`config.mk`:
```
export PLATFORM = sky130hd
export DESIGN_NAME = rx_flow_trigger
export DESIGN_NICKNAME = d
export VERILOG_FILES = /design/src/rtl/rft_pkg.sv /design/src/rtl/rft_dur_decode.sv /design/src/rtl/rft_level_watch.sv /design/src/rtl/rft_bp_timer.sv /design/src/rtl/rx_flow_trigger.sv
export SDC_FILE = /design/constraint.sdc
export NUM_CORES = 1
export LEC_CHECK = 0
export BUFFER_PORTS_ARGS = -buffer_cell sky130_fd_sc_hd__buf_2
export CAP_MARGIN = 0
export CORE_UTILIZATION = 40
export CTS_CLUSTER_DIAMETER = 150
export DETAILED_ROUTE_END_ITERATION = 12
export GPL_ROUTABILITY_DRIVEN = 0
export RECOVER_POWER = 25
export SLEW_MARGIN = 10
export SYNTH_ARGS = -nofsm -noshare
export SYNTH_HDL_FRONTEND = slang
export SYNTH_SLANG_ARGS = --single-unit
export TNS_END_PERCENT = 20
```
`constraint.sdc`:
```
create_clock -name clk -period 1.7 [get_ports clk]
set_input_delay 0.085 -clock clk [delete_from_list [all_inputs] [get_ports clk]]
set_output_delay 0.085 -clock clk [all_outputs]
set_load 0.005 [all_outputs]
```
`src/rtl/rft_pkg.sv`:
```
package rft_pkg;

  localparam int CTRL_W  = 8;
  localparam int N_CODES = 8;
  localparam int SLOW_EXTRA_TENTHS = 22;

  typedef struct packed {
    logic [3:0] dur_code;
    logic       en_mcast;
    logic       en_bcast;
    logic       en_addr;
    logic       en_any;
  } rft_ctrl_t;

  function automatic int fast_tenths_us(input int code);
    case (code)
      0:       return 50;
      1:       return 100;
      2:       return 150;
      3:       return 250;
      4:       return 500;
      5:       return 1000;
      6:       return 1500;
      default: return 2000;
    endcase
  endfunction

  function automatic int max_cycles(input int clk_mhz);
    return ((fast_tenths_us(7) + SLOW_EXTRA_TENTHS) * clk_mhz) / 10;
  endfunction

endpackage

```
`src/rtl/rft_dur_decode.sv`:
```
module rft_dur_decode #(
  parameter int CLK_MHZ = 200,
  parameter int CNT_W   = 16
) (
  input  logic             clk,
  input  logic             rst_n,
  input  logic [3:0]       code,
  input  logic             speed_100,
  output logic [CNT_W-1:0] dur_cycles
);
  import rft_pkg::*;

  logic [CNT_W-1:0] cyc_fast [N_CODES];
  logic [CNT_W-1:0] cyc_slow [N_CODES];
  logic [2:0]       sel;

  for (genvar g = 0; g < N_CODES; g++) begin : g_tab
    localparam int FAST = (fast_tenths_us(g) * CLK_MHZ) / 10;
    localparam int SLOW = ((fast_tenths_us(g) + SLOW_EXTRA_TENTHS) * CLK_MHZ) / 10;
    assign cyc_fast[g] = CNT_W'(FAST);
    assign cyc_slow[g] = CNT_W'(SLOW);
  end

  // codes 8h..Fh saturate to the longest entry
  assign sel        = code[3] ? 3'd7 : code[2:0];
  assign dur_cycles = speed_100 ? cyc_fast[sel] : cyc_slow[sel];

  AST_DUR_NONZERO: assert property (@(posedge clk) disable iff (!rst_n)
    dur_cycles != '0);
  AST_SLOW_NOT_SHORTER: assert property (@(posedge clk) disable iff (!rst_n)
    !speed_100 |-> dur_cycles >= cyc_fast[sel]);
endmodule

```
`src/rtl/rft_level_watch.sv`:
```
module rft_level_watch #(
  parameter int LVL_W = 8
) (
  input  logic             clk,
  input  logic             rst_n,
  input  logic [LVL_W-1:0] fifo_level,
  input  logic [LVL_W-1:0] fifo_thresh,
  input  logic             full_duplex,
  input  logic             en_any,
  output logic             at_thr,
  output logic             pause_req
);
  logic armed_q;
  logic pause_q;
  logic fire;

  assign at_thr = fifo_level >= fifo_thresh;
  assign fire   = full_duplex && en_any && at_thr && armed_q;

  always_ff @(posedge clk) begin
    if (!rst_n) begin
      armed_q <= 1'b1;
      pause_q <= 1'b0;
    end else begin
      pause_q <= fire;
      if (!at_thr)   armed_q <= 1'b1;
      else if (fire) armed_q <= 1'b0;
    end
  end

  assign pause_req = pause_q;

  AST_PAUSE_SINGLE: assert property (@(posedge clk) disable iff (!rst_n)
    pause_req |=> !pause_req);
  AST_PAUSE_CAUSE: assert property (@(posedge clk) disable iff (!rst_n)
    pause_req |-> $past(full_duplex && en_any && at_thr));
endmodule

```
`src/rtl/rft_bp_timer.sv`:
```
module rft_bp_timer #(
  parameter int CNT_W = 16
) (
  input  logic             clk,
  input  logic             rst_n,
  input  logic             start,
  input  logic             kill,
  input  logic [CNT_W-1:0] dur_in,
  output logic             busy
);
  logic [CNT_W-1:0] cnt_q;
  logic             idle;

  assign idle = cnt_q == '0;

  always_ff @(posedge clk) begin
    if (!rst_n)            cnt_q <= '0;
    else if (kill)         cnt_q <= '0;
    else if (!idle)        cnt_q <= cnt_q - 1'b1;
    else if (start)        cnt_q <= dur_in;
  end

  // kill masks the request combinationally so a mode change acts at once
  assign busy = !idle && !kill;

  AST_NO_RESTART: assert property (@(posedge clk) disable iff (!rst_n)
    (!idle && !kill) |=> cnt_q == $past(cnt_q) - 1'b1);
  AST_KILL_CLEARS: assert property (@(posedge clk) disable iff (!rst_n)
    kill |=> idle);
  AST_LOAD_LENGTH: assert property (@(posedge clk) disable iff (!rst_n)
    (idle && start && !kill) |=> cnt_q == $past(dur_in));
endmodule

```
`src/rtl/rx_flow_trigger.sv`:
```
module rx_flow_trigger #(
  parameter int CLK_MHZ = 200,
  parameter int LVL_W   = 8
) (
  input  logic             clk,
  input  logic             rst_n,
  input  logic [LVL_W-1:0] fifo_level,
  input  logic [LVL_W-1:0] fifo_thresh,
  input  logic             full_duplex,
  input  logic             speed_100,
  input  logic [7:0]       ctrl,
  input  logic             frm_mcast,
  input  logic             frm_bcast,
  input  logic             frm_addr_hit,
  input  logic             preamble_ok,
  output logic             bp_req,
  output logic             pause_req
);
  import rft_pkg::*;

  localparam int MAX_CYC = max_cycles(CLK_MHZ);
  localparam int CNT_W   = $clog2(MAX_CYC + 1);

  rft_ctrl_t        cfg;
  logic             at_thr;
  logic             typed_hit;
  logic             hd_trig;
  logic             kill;
  logic [CNT_W-1:0] dur_cycles;

  assign cfg = rft_ctrl_t'(ctrl);

  // any-frame enable overrides the per-type enables and needs only a preamble
  assign typed_hit = (cfg.en_mcast && frm_mcast) ||
                     (cfg.en_bcast && frm_bcast) ||
                     (cfg.en_addr  && frm_addr_hit);
  assign hd_trig   = !full_duplex && at_thr &&
                     (cfg.en_any ? preamble_ok : typed_hit);
  assign kill      = full_duplex ||
                     !(cfg.en_any || cfg.en_addr || cfg.en_bcast || cfg.en_mcast);

  rft_level_watch #(.LVL_W(LVL_W)) u_level (
    .clk         (clk),
    .rst_n       (rst_n),
    .fifo_level  (fifo_level),
    .fifo_thresh (fifo_thresh),
    .full_duplex (full_duplex),
    .en_any      (cfg.en_any),
    .at_thr      (at_thr),
    .pause_req   (pause_req)
  );

  rft_dur_decode #(.CLK_MHZ(CLK_MHZ), .CNT_W(CNT_W)) u_dur (
    .clk        (clk),
    .rst_n      (rst_n),
    .code       (cfg.dur_code),
    .speed_100  (speed_100),
    .dur_cycles (dur_cycles)
  );

  rft_bp_timer #(.CNT_W(CNT_W)) u_timer (
    .clk    (clk),
    .rst_n  (rst_n),
    .start  (hd_trig),
    .kill   (kill),
    .dur_in (dur_cycles),
    .busy   (bp_req)
  );

  AST_BP_HALF_ONLY: assert property (@(posedge clk) disable iff (!rst_n)
    bp_req |-> !full_duplex);
  AST_PAUSE_NOT_HALF: assert property (@(posedge clk) disable iff (!rst_n)
    pause_req |-> $past(full_duplex));
  AST_BP_START_NEEDS_THR: assert property (@(posedge clk) disable iff (!rst_n)
    ($rose(bp_req) && !$past(kill)) |-> $past(at_thr));
endmodule

```
==> summary.txt <==
Pwr
  – Power Dens Cells: about 1200 nW/µm²
  – P_leak: ~0.98 nW
  – VDD IR max: between 0.4 and 0.5 mV

Global routing
  – Initial antenna violation count: 0
  – Met1 Use GR: between 20% and 30%
  – Gr ovfl total: 0
  – First-pass GRT wire length: ~7000 µm
  – GRT met2 Usage: between 30% and 40%
  – Tot GR Track Use: 22.0%
  – GRT busiest layer: met2
  – Vias in the first global route: 1500
  – Largest net degree at the start of global routing: 17
  – M3 GR Usage: 2.90%

Job
  – Max Cap Viol: 0

Synthesis
  – Syn_area_per_cell: ~8.0 µm²
  – Asr flop ratio synth: 0%
  – Syn. warnings: 0
  – Ys flop type: dfxtp_1
  – Number of synthesized flops with an enable pin: 0
  – Synthesized Nets: 236
  – Cell area after synthesis: 1510 µm²
  – Seq/Total Area, Yosys: between 20% and 30%
  – Cells after Synth: 189
  – Synth cell types: 43
  – Yosys reg bits: 18

Final layout
  – Most frequent cells in the layout: buf_4, buf_2, nand2_1
  – Post-route insts no fill: 300
  – Fraction of layout cells with a size suffix above 1: a little over a third
  – Fillers: 339
  – # nets final: about 300
  – Footprint of the multi-input gates: between 1000 and 1500 µm²
  – Ant diodes: 0
  – Reg area: roughly 360 µm²
  – Most common cell after layout, fill and taps aside: buf_4
  – Finished Core Util: between 50% and 60%
  – Area grow syn2layout: 36.2%

Route
  – DRC errors left: 0
  – Vias per Instance: approximately 5.3
  – Final wirelength: a little under 4000 µm
  – DRT antenna net count: 0
  – Vias: 1583
  – DR WL/cell: between 10 and 15 µm
  – TritonRoute pass-1 iters: 4
  – Initial drt markers: 97

Floorplanning
  – Die H: approximately 63 µm
  – Chip width: between 60 and 70 µm
  – Io pins: 34
  – Core area: roughly 3500 µm²
  – Rows: 21
  – Starting Density: a little over two fifths
  – DIE AREA: just over 4000 µm²

STA
  – Setup Viol. Count Final: 17
  – Post-route setup slack: -0.340 ns
  – Clock Skew: about 0.0048 ns
  – Post-route setup TNS: -4.03 ns
  – Worst hold margin: just over 0.1 ns
  – Final Cycle Share: 120%
  – Slew headroom: between 70% and 80%
  – Final Slew Violations: 0
  – Worst Tran Pin Value: 0.376 ns
  – Final Hold Viols: 0
  – F_max: around 0.5 GHz
  – Fin crit period: approximately 2.0 ns
  – RSZ-0062 raised after global routing: yes

Critical path
  – CP Capture Type: primary output
  – Worst Setup Start Kind: flop
  – CP Max Fanout: 2
  – Arrival time at the worst endpoint: 1.96 ns
  – Reg2reg path depth: 6
  – Worst Setup Path Type: flop to primary output
  – Req. time, crit path: about 1.6 ns

Placed design
  – Cells after DPL: slightly below 300
  – Pre-CTS setup slack: -0.167 ns
  – I/O Buffers: 33
  – Post-DP HPWL: between 3000 and 4000 µm

Worst hold path
  – Hold Path Depth: 3
  – HP Class: input port to flop

Clock network
  – Worst skew pair latency: 0.26 ns
  – H-tree lvl count: 1
  – Num Clock Sinks: 18
  – CTS tree: done
  – Clock buffer depth: 2
  – Num CTS Buffers: 3
  – Hold_buf cts: 0
  – Clk slew on worst S/H paths: 0.07 ns
  – Root buf cell: clkbuf_8

Outcome
  – Outcome: complete, but fails checks
  – Violated checks: setup timing
-- per-stage QoR --
step           area (µm²)  power [mW]
2_1_floorplan        1530        1.50
3_3_place_gp         1920        1.96
3_5_place_dp         1920        1.99
4_1_cts              2040        2.52
5_1_grt              2060        2.77
6_report             2060        2.57
-- synth_stat cells (2+ instances only) --
cell,instances,area share (%)
or3b_2,2,1.2
a21oi_1,11,3.6
o22ai_1,6,2.5
nand2b_1,4,1.7
nor4_2,2,1.7
and2_1,2,0.83
nand3_1,2,0.66
xor2_1,3,1.7
ha_1,15,12
nor2_1,13,3.2
nor4_1,4,1.7
a21o_1,3,1.5
nand2_1,19,4.7
dfxtp_1,18,24
or2_2,4,1.7
o21ai_0,12,4.0
or4_1,5,2.5
nor3_1,4,1.3
xnor2_1,8,4.6
o21a_1,3,1.5
nand4_1,6,2.5
inv_1,14,3.5
and3_1,2,0.83
a21boi_0,4,2.0
mux2i_1,2,1.3
clkbuf_1,3,0.74
or4_4,2,1.5
-- where the power goes --
group          switching, mW  leakage [nW]  internal [mW]
logic                  0.793         0.806          0.879
registers             0.0578         0.148          0.492
clock network          0.146        0.0288          0.206
-- routing by layer --
layer / part of all wire (%) / routed length (µm)
met5: 0 / 0
met4: 0.54 / 21
met3: 3.2 / 125
met2: 51 / 2000
met1: 45 / 1770
-- sequential cells by signal, indices dropped and copies added, names as in the netlist --
| signal | count |
|---|---|
| u_level.armed_q | 1 |
| u_level.pause_req | 1 |
| u_timer.cnt_q | 16 |
-- worst max-delay path, cell delays in order, from the launching register on --
cell,delay [ns]
dfxtp_2,0.32
or4_4,0.54
or4_4,0.56
and3_4,0.17
buf_6,0.11
-- final cells by class --
type / count / share of cell area (%)
multi-input cells: 152 / 53.9
repair buffers: 66 / 20.5
flip-flops and latches: 18 / 17.6
well taps: 46 / 2.79
clock buffers: 4 / 2.67
inverters: 14 / 2.55
-- worst paths after layout --
check / from / to / slack [ns]
setup / recovery: u_timer.cnt_q[8]$_SDFFE_PP0P_ / bp_req / -0.34
hold / removal: full_duplex / u_level.pause_req$_SDFF_PN0_ / 0.10
setup reg to reg: u_timer.cnt_q[8]$_SDFFE_PP0P_ / u_timer.cnt_q[7]$_SDFFE_PP0P_ / -0.28
hold reg to reg: u_level.armed_q$_SDFFE_PN1P_ / u_level.pause_req$_SDFF_PN0_ / 0.45
-- cells by family (layout without fill, tap and decap cells) --
family,count (synthesis),in the layout,share of synthesized area [%]
flip-flops,18,18,23.8
buffers and inverters,19,84,5.29
adder cells (fa/ha/maj),15,15,12.4
XOR/XNOR,11,11,6.37
AO/OA/AOI/OAI,45,45,18.6
AND/OR/NAND/NOR,78,78,31.4
multiplexers,3,3,2.07
-- what timing repair did --
action / in CTS / in global routing
gates resized for setup: 10 / 2
setup endpoints to repair: 17 / 17
pin swaps: 8 / 2
buffers inserted: 5 / 1
Note: power is estimated with default switching activity, not from simulation.
